File: config.mk
export PLATFORM = sky130hd
export DESIGN_NAME = mwc_cache
export DESIGN_NICKNAME = d
export VERILOG_FILES = /design/src/rtl/mwc_pkg.sv /design/src/rtl/mwc_seg_decode.sv /design/src/rtl/mwc_data_array.sv /design/src/rtl/mwc_tag_store.sv /design/src/rtl/mwc_cache.sv
export SDC_FILE = /design/constraint.sdc
export NUM_CORES = 2
export LEC_CHECK = 0
export BUFFER_PORTS_ARGS = -buffer_cell sky130_fd_sc_hd__buf_4
export CORE_MARGIN = 2
export CORE_UTILIZATION = 45
export DETAILED_ROUTE_END_ITERATION = 8
export GPL_ROUTABILITY_DRIVEN = 0
export PLACE_DENSITY_LB_ADDON = 0.3
export SLEW_MARGIN = 0
export SYNTH_ARGS = -nofsm -noshare
export SYNTH_HDL_FRONTEND = slang
export SYNTH_SLANG_ARGS = --single-unit
File: constraint.sdc
create_clock -name clk -period 4.3 [get_ports clk]
set_clock_uncertainty 0.15 [all_clocks]
set_input_delay 0.43 -clock clk [delete_from_list [all_inputs] [get_ports clk]]
set_output_delay 0.43 -clock clk [all_outputs]
set_load 0.01 [all_outputs]
File: src/rtl/mwc_pkg.sv
package mwc_pkg;
    localparam int SEG_W  = 16;
    localparam int SEG_N  = 4;
    localparam int LINE_W = SEG_W * SEG_N;
    localparam int OFF_W  = 3;
    localparam int WAYS   = 2;

    typedef enum logic [1:0] {
        ST_IDLE,
        ST_LOOKUP,
        ST_WBACK,
        ST_FILL
    } cache_state_t;
endpackage

File: src/rtl/mwc_seg_decode.sv
module mwc_seg_decode
    import mwc_pkg::*;
(
    input  logic             wide,
    input  logic [OFF_W-1:0] offset,
    output logic [SEG_N-1:0] seg_en,
    output logic             misaligned
);
    always_comb begin
        misaligned = offset[0] | (wide & offset[1]);
        seg_en     = '0;
        if (wide) begin
            seg_en[{offset[2], 1'b0}] = 1'b1;
            seg_en[{offset[2], 1'b1}] = 1'b1;
        end else begin
            seg_en[offset[2:1]] = 1'b1;
        end
    end

    always_comb begin
        assert_seg_onehot_R3: assert (wide || $onehot(seg_en))
            else $error("narrow access must enable exactly one segment");
    end
endmodule

File: src/rtl/mwc_data_array.sv
module mwc_data_array
    import mwc_pkg::*;
#(
    parameter int IDX_W = 4
) (
    input  logic              clk,
    input  logic [IDX_W-1:0]  rd_idx,
    input  logic              rd_way,
    output logic [LINE_W-1:0] rd_line,
    input  logic              wr_en,
    input  logic              wr_way,
    input  logic [IDX_W-1:0]  wr_idx,
    input  logic [SEG_N-1:0]  wr_seg_en,
    input  logic [LINE_W-1:0] wr_line
);
    localparam int SETS = 1 << IDX_W;

    logic [SEG_W-1:0] seg_rd [WAYS][SEG_N];

    for (genvar w = 0; w < WAYS; w++) begin : g_way
        for (genvar k = 0; k < SEG_N; k++) begin : g_seg
            logic [SEG_W-1:0] seg_q [SETS];
            always_ff @(posedge clk) begin
                if (wr_en && (wr_way == 1'(w)) && wr_seg_en[k])
                    seg_q[wr_idx] <= wr_line[k*SEG_W +: SEG_W];
            end
            assign seg_rd[w][k] = seg_q[rd_idx];
        end
    end

    always_comb begin
        for (int k = 0; k < SEG_N; k++)
            rd_line[k*SEG_W +: SEG_W] = seg_rd[rd_way][k];
    end
endmodule

File: src/rtl/mwc_tag_store.sv
module mwc_tag_store
    import mwc_pkg::*;
#(
    parameter int IDX_W = 4,
    parameter int TAG_W = 9
) (
    input  logic                        clk,
    input  logic                        rst_n,
    input  logic [IDX_W-1:0]            idx,
    output logic [WAYS-1:0][TAG_W-1:0]  way_tag,
    output logic [WAYS-1:0]             way_valid,
    output logic [WAYS-1:0]             way_dirty,
    output logic                        lru_way,
    input  logic                        fill_en,
    input  logic [TAG_W-1:0]            fill_tag,
    input  logic                        mark_dirty,
    input  logic                        touch_en,
    input  logic                        touch_way
);
    localparam int SETS = 1 << IDX_W;

    logic [TAG_W-1:0] tag_q   [SETS][WAYS];
    logic [WAYS-1:0]  valid_q [SETS];
    logic [WAYS-1:0]  dirty_q [SETS];
    logic [SETS-1:0]  lru_q;

    always_ff @(posedge clk) begin
        if (fill_en) tag_q[idx][touch_way] <= fill_tag;
    end

    always_ff @(posedge clk) begin
        if (!rst_n) begin
            for (int s = 0; s < SETS; s++) begin
                valid_q[s] <= '0;
                dirty_q[s] <= '0;
            end
            lru_q <= '0;
        end else begin
            if (fill_en) begin
                valid_q[idx][touch_way] <= 1'b1;
                dirty_q[idx][touch_way] <= 1'b0;
            end
            if (mark_dirty) dirty_q[idx][touch_way] <= 1'b1;
            if (touch_en)   lru_q[idx] <= ~touch_way;
        end
    end

    for (genvar w = 0; w < WAYS; w++) begin : g_rd
        assign way_tag[w] = tag_q[idx][w];
    end
    assign way_valid = valid_q[idx];
    assign way_dirty = dirty_q[idx];
    assign lru_way   = lru_q[idx];
endmodule

File: src/rtl/mwc_cache.sv
module mwc_cache
    import mwc_pkg::*;
#(
    parameter int ADDR_W = 16,
    parameter int IDX_W  = 4
) (
    input  logic              clk,
    input  logic              rst_n,
    input  logic              cpu_req,
    input  logic [ADDR_W-1:0] cpu_addr,
    input  logic              cpu_wide,
    input  logic              cpu_we,
    input  logic [31:0]       cpu_wdata,
    output logic [31:0]       cpu_rdata,
    output logic              cpu_ready,
    output logic              cpu_error,
    output logic              mem_req,
    output logic              mem_we,
    output logic [ADDR_W-1:0] mem_addr,
    output logic [63:0]       mem_wdata,
    input  logic [63:0]       mem_rdata,
    input  logic              mem_ack
);
    localparam int TAG_W = ADDR_W - IDX_W - OFF_W;

    cache_state_t state_q, state_d;

    logic [ADDR_W-1:0] q_addr;
    logic              q_wide, q_we;
    logic [31:0]       q_wdata;

    // Request latch, loaded when the FSM accepts a request
    always_ff @(posedge clk) begin
        if (!rst_n) begin
            q_addr <= '0; q_wide <= 1'b0; q_we <= 1'b0; q_wdata <= '0;
        end else if (state_q == ST_IDLE && cpu_req) begin
            q_addr <= cpu_addr; q_wide <= cpu_wide; q_we <= cpu_we; q_wdata <= cpu_wdata;
        end
    end

    logic [TAG_W-1:0] q_tag;
    logic [IDX_W-1:0] q_idx;
    assign q_tag = q_addr[ADDR_W-1 -: TAG_W];
    assign q_idx = q_addr[OFF_W +: IDX_W];

    logic [SEG_N-1:0] seg_en;
    logic             misaligned;

    mwc_seg_decode i_dec (
        .wide(q_wide), .offset(q_addr[OFF_W-1:0]),
        .seg_en(seg_en), .misaligned(misaligned)
    );

    logic [WAYS-1:0][TAG_W-1:0] way_tag;
    logic [WAYS-1:0] way_valid, way_dirty;
    logic lru_way, fill_en, mark_dirty, touch_en, touch_way;

    mwc_tag_store #(.IDX_W(IDX_W), .TAG_W(TAG_W)) i_tags (
        .clk(clk), .rst_n(rst_n), .idx(q_idx),
        .way_tag(way_tag), .way_valid(way_valid), .way_dirty(way_dirty), .lru_way(lru_way),
        .fill_en(fill_en), .fill_tag(q_tag), .mark_dirty(mark_dirty),
        .touch_en(touch_en), .touch_way(touch_way)
    );

    logic [WAYS-1:0] hit_vec;
    logic hit, hit_way, victim_way, victim_dirty;

    for (genvar w = 0; w < WAYS; w++) begin : g_cmp
        assign hit_vec[w] = way_valid[w] && (way_tag[w] == q_tag);
    end
    assign hit          = |hit_vec;
    assign hit_way      = hit_vec[1];
    assign victim_way   = !way_valid[0] ? 1'b0 : (!way_valid[1] ? 1'b1 : lru_way);
    assign victim_dirty = way_valid[victim_way] && way_dirty[victim_way];

    logic              rd_way, arr_wr, wr_way;
    logic [SEG_N-1:0]  wr_seg_en;
    logic [LINE_W-1:0] rd_line, wr_line, wdata_rep;

    assign rd_way    = (state_q == ST_LOOKUP) ? hit_way : victim_way;
    assign wdata_rep = q_wide ? {2{q_wdata}} : {4{q_wdata[15:0]}};

    mwc_data_array #(.IDX_W(IDX_W)) i_data (
        .clk(clk), .rd_idx(q_idx), .rd_way(rd_way), .rd_line(rd_line),
        .wr_en(arr_wr), .wr_way(wr_way), .wr_idx(q_idx),
        .wr_seg_en(wr_seg_en), .wr_line(wr_line)
    );

    always_comb begin
        if (q_wide) cpu_rdata = rd_line[{q_addr[2], 5'b0} +: 32];
        else        cpu_rdata = {16'b0, rd_line[{q_addr[2:1], 4'b0} +: 16]};
    end

    assign mem_wdata = rd_line;
    assign mem_addr  = (state_q == ST_WBACK) ? {way_tag[victim_way], q_idx, 3'b000}
                                             : {q_tag, q_idx, 3'b000};

    // State register
    always_ff @(posedge clk) begin
        if (!rst_n) state_q <= ST_IDLE;
        else        state_q <= state_d;
    end

    // Next state and outputs
    always_comb begin
        state_d    = state_q;
        cpu_ready  = 1'b0;
        cpu_error  = 1'b0;
        mem_req    = 1'b0;
        mem_we     = 1'b0;
        arr_wr     = 1'b0;
        fill_en    = 1'b0;
        mark_dirty = 1'b0;
        touch_en   = 1'b0;
        touch_way  = hit_way;
        wr_way     = hit_way;
        wr_seg_en  = seg_en;
        wr_line    = wdata_rep;
        unique case (state_q)
            ST_IDLE: begin
                if (cpu_req) state_d = ST_LOOKUP;
            end
            ST_LOOKUP: begin
                if (misaligned) begin
                    cpu_ready = 1'b1;
                    cpu_error = 1'b1;
                    state_d   = ST_IDLE;
                end else if (hit) begin
                    cpu_ready = 1'b1;
                    touch_en  = 1'b1;
                    if (q_we) begin
                        arr_wr     = 1'b1;
                        mark_dirty = 1'b1;
                    end
                    state_d = ST_IDLE;
                end else if (victim_dirty) begin
                    state_d = ST_WBACK;
                end else begin
                    state_d = ST_FILL;
                end
            end
            ST_WBACK: begin
                mem_req = 1'b1;
                mem_we  = 1'b1;
                if (mem_ack) state_d = ST_FILL;
            end
            ST_FILL: begin
                mem_req   = 1'b1;
                wr_way    = victim_way;
                touch_way = victim_way;
                wr_seg_en = '1;
                wr_line   = mem_rdata;
                if (mem_ack) begin
                    arr_wr   = 1'b1;
                    fill_en  = 1'b1;
                    touch_en = 1'b1;
                    state_d  = ST_LOOKUP;
                end
            end
            default: state_d = ST_IDLE;
        endcase
    end

    assert_ready_pulse_R10: assert property (@(posedge clk) disable iff (!rst_n)
        cpu_ready |=> !cpu_ready);

    assert_error_quiet_R5: assert property (@(posedge clk) disable iff (!rst_n)
        cpu_error |-> (cpu_ready && !mem_req && !arr_wr));

    assert_seg_count_R3: assert property (@(posedge clk) disable iff (!rst_n)
        (state_q == ST_LOOKUP && !misaligned) |-> ($countones(seg_en) == (q_wide ? 2 : 1)));

    assert_wback_first_R7: assert property (@(posedge clk) disable iff (!rst_n)
        (state_q == ST_LOOKUP && !misaligned && !hit && victim_dirty) |=> (state_q == ST_WBACK));

    assert_mem_hold_R9: assert property (@(posedge clk) disable iff (!rst_n)
        (mem_req && !mem_ack) |=> (mem_req && $stable(mem_addr) && $stable(mem_we) && $stable(mem_wdata)));

    assert_dirty_set_R4: assert property (@(posedge clk) disable iff (!rst_n)
        (state_q == ST_LOOKUP && !misaligned && hit && q_we) |=> way_dirty[$past(hit_way)]);

    assert_fill_hits_R6: assert property (@(posedge clk) disable iff (!rst_n)
        (state_q == ST_FILL && mem_ack) |=> hit);
endmodule

==> impl_metrics.yaml <==
worst_setup_path:
  slowest_delay_ns: 0.51
  critical_path_arrival_ns: 4.68
  crit_required_ns: 3.72
  r2r_slack_ns: -0.23
  crit_fanout: 8
  cpMaxStageDelayCell: "mux4_2"
  start_kind: "register"
  path_cells: "buf_12 > mux4_2 > mux2_2 > buf_4 > nor2_1 > o21ai_0 > o2111a_2 > buf_4 > and4_4 > buf_12 > buf_4 > a221oi_2 > buf_4 > nor2_4 > mux4_2 > buf_6"
  ff2ff_path_depth: 18
  end_kind: "output port"
  critPathKind: "reg2out"
  reg2reg_to: "i_data.g_way[1].g_seg[3].seg_q[12][14]"
  path_common_cell: "buf_4"
timing:
  holdWs_ns: 0.07657
  fmax_mhz: 190.1
  fin_ws_ns: -0.9593
  drv_slew: 0
  worstMarginPinSlew_ns: 1.422
  period_needed_ns: 5.259
  maxSlewHeadroom: 0.05044
  setup_viol_count_final: 2140
  hold_violations: 0
  period_share: 1.223
  rsz0062_at_grt: "yes"
cells_and_area:
  drive_gt1_frac: 0.3946
  filler_cell_count: 16130
  area_growth_pct: 22.82
  nNetsFinal: 5829
yosys:
  synth_most_common_cell: "edfxtp_1"
  ys_seq_area_frac: 0.7465
  yosysTopAreaCell: "edfxtp_1"
  synth_area_leaders: "edfxtp_1, mux4_2, dfxtp_1, nand2_1, nor2_1"
  synthCells: 4812
  yosysTopAreaCellShare: 0.7253
  syn_avg_cell_area_sq_um: 20.37
  synth_ff_type: "edfxtp_1"
  synth_edf_count: 2368
  ys_top_cells_by_count: "edfxtp_1, mux4_2, nand2_1"
  yosys_warnings: 0
  ys_async_sr_fraction: 0
  syn-cell-area_sq_um: 98040
  synth_cell_type_count: 70
  synth_seq_cells: 2472
detailed_routing:
  wirelength_mm: 291.1
  post-route-drc-count: 0
  detail-route-antenna-nets: 0
  first_iter_violations: 6946
  dr.pass1.iters: 6
  routed_via_density: 6.125
  wl_per_cell_um: 33.26
  vias: 53610
grt:
  grt_usage: 0.2565
  antenna_found_initial: 9
  grt_pass1_wl_mm: 399.8
  grt_pass1_vias: 52080
  grt_max_degree: 104
  globalRouteOverflowTotal: 0
job:
  cap_violations: 0
power_and_ir_drop:
  total_power_w: 0.05387
  p_per_area_nw_per_um2: 447.4
  irDropWorstVdd_mv: 0.4383
  p_leak_nw: 38.97
place:
  dp.final_hpwl_mm: 179.8
  dp_slack_ns: -0.3714
  port-buffer-count: 230
floorplan:
  rows: 171
  core-area_sq_um: 217000
  start_util: 0.4519
  io_pins: 234
  die_w_um: 470.8
  die_h_um: 470.8
  dieArea_sq_um: 221600
clock_tree:
  clock_latency_ns: 0.89
  cts-htree-levels: 4
  cts_made_buffers: 231
  clock-sinks: 2472
  clk_pin_slew_ns: 0.06
  cts_root_buf: "clkbuf_16"
  cts_tree: "built"
  ctsLongestPathBuffers: 3
hold_path:
  hold_path.class: "in2reg"
  hold_start: "mem_rdata[63]"
  min_to: "i_data.g_way[1].g_seg[3].seg_q[9][15]"
  holdPathStages: 4
outcome:
  status: "finished with violations"
  failed_checks: "negative setup slack"
## through the flow
| stage | util | setup TNS [ns] | area (sq um) | instances |
|---|---|---|---|---|
| 4_1_cts | 0.5452 | -67.24 | 118300 | 8676 |
| 5_1_grt | 0.5550 | -466.99 | 120400 | 8753 |
| 3_5_place_dp | 0.5009 | -403.69 | 108700 | 8139 |
| 3_3_place_gp | 0.5009 | -301.51 | 108700 | 8139 |
| 2_1_floorplan | - | -28.20 | 98050 | 4814 |
| 6_report | 0.5550 | -259.98 | 120400 | 8753 |
## cells in the final DEF, fill, tap and decap left out, types with 9 or more instances in the layout
| master | instances |
|---|---|
| a211oi_1 | 17 |
| a211oi_2 | 12 |
| a21oi_1 | 101 |
| a21oi_2 | 45 |
| a31oi_1 | 19 |
| a31oi_2 | 17 |
| and2_4 | 16 |
| and3_1 | 14 |
| buf_12 | 175 |
| buf_16 | 13 |
| buf_4 | 463 |
| buf_6 | 199 |
| buf_8 | 22 |
| bufinv_16 | 10 |
| clkbuf_1 | 65 |
| clkbuf_16 | 259 |
| clkinv_1 | 49 |
| clkinv_2 | 41 |
| clkinvlp_4 | 9 |
| dfxtp_1 | 97 |
| dlygate4sd3_1 | 75 |
| edfxtp_1 | 2368 |
| inv_1 | 42 |
| mux2_2 | 16 |
| mux2_4 | 49 |
| mux2i_1 | 80 |
| mux4_2 | 713 |
| nand2_1 | 320 |
| nand3_1 | 26 |
| nor2_1 | 154 |
| nor2_2 | 95 |
| nor2_4 | 38 |
| nor2b_1 | 33 |
| o21ai_0 | 27 |
| o31ai_1 | 9 |
| xnor2_1 | 10 |
## repair_timing
action | 4_1_cts | 5_1_grt
cloned | 7 | 28
hold buffers | 75 | 0
endpoints found under the setup margin | 2197 | 2183
setup buffers | 34 | 74
resized for setup | 317 | 285
hold endpoints to repair | 230 | 0
pin swaps | 11 | 53
## critical path: cells and delay by family, from the launching register on
kind,cells,cell delay [ns]
multiplexers,3,1.30
AND/OR/NAND/NOR,3,0.31
buffers and inverters,7,1.08
flip-flops,1,0.43
AO/OA/AOI/OAI,3,0.64
## where the power goes
group	internal [W]	total (W)	switching, W
Combinational	0.00303	0.00729	0.00426
Sequential	0.0270	0.0271	0.000111
Clock	0.0107	0.0195	0.00878
Total	0.0407	0.0539	0.0131
## worst max-delay path by stage
stage	startpoint	endpoint	slack, ns
2_1_floorplan	register	i_data.g_way[0].g_seg[2].seg_q[10][0]	-0.02
3_3_place_gp	register	cpu_rdata[10]	-0.35
3_5_place_dp	register	cpu_ready	-0.37
4_1_cts	register	cpu_rdata[11]	-1.03
5_1_grt	register	cpu_rdata[18]	-1.02
6_report	register	cpu_rdata[14]	-0.96
## cell families (layout without fill, tap and decap cells)
logic type | count (synthesis) | after routing | share of synthesized area
compound gates | 340 | 340 | 0.02218
xor+xnor | 14 | 14 | 0.001251
fa+ha+maj | 4 | 4 | 0.0005105
buf+inv | 360 | 1443 | 0.01690
flops | 2472 | 2472 | 0.7465
mux | 865 | 865 | 0.1801
other cells | 1 | 5 | 0.00003825
simple gates | 756 | 756 | 0.03247
## routing by layer
metal,part of all wire,vias to the layer above,GRT usage
met2,0.48,3030,0.4014
met5,0.00014,-,0
met1,0.37,28440,0.3401
met4,0.069,6,0.1543
met3,0.085,634,0.04283
li1,-,21500,-
## final cells by class
class                           instances  area, sq um  area share
Sequential cell                      2472        73210      0.6080
Antenna cell                            2        5.005  0.00004156
Clock inverter                        120        949.7    0.007886
Multi-Input combinational cell       1982        25010      0.2077
Inverter                               47        188.9    0.001569
Clock buffer                          303         6177     0.05130
Tap cell                             2854         3571     0.02965
Timing Repair Buffer                  973        11300     0.09388
## registers in the layout (all words and copies together) (netlist names), named ones only
name	flops
q_we	1
q_wdata	32
state_q	2
i_data.g_way.g_seg.seg_q	2048
q_addr	16
i_tags.tag_q	288
i_tags.valid_q	32
i_tags.lru_q	16
i_tags.dirty_q	32
q_wide	1
Note: power is estimated with default switching activity, not from simulation.
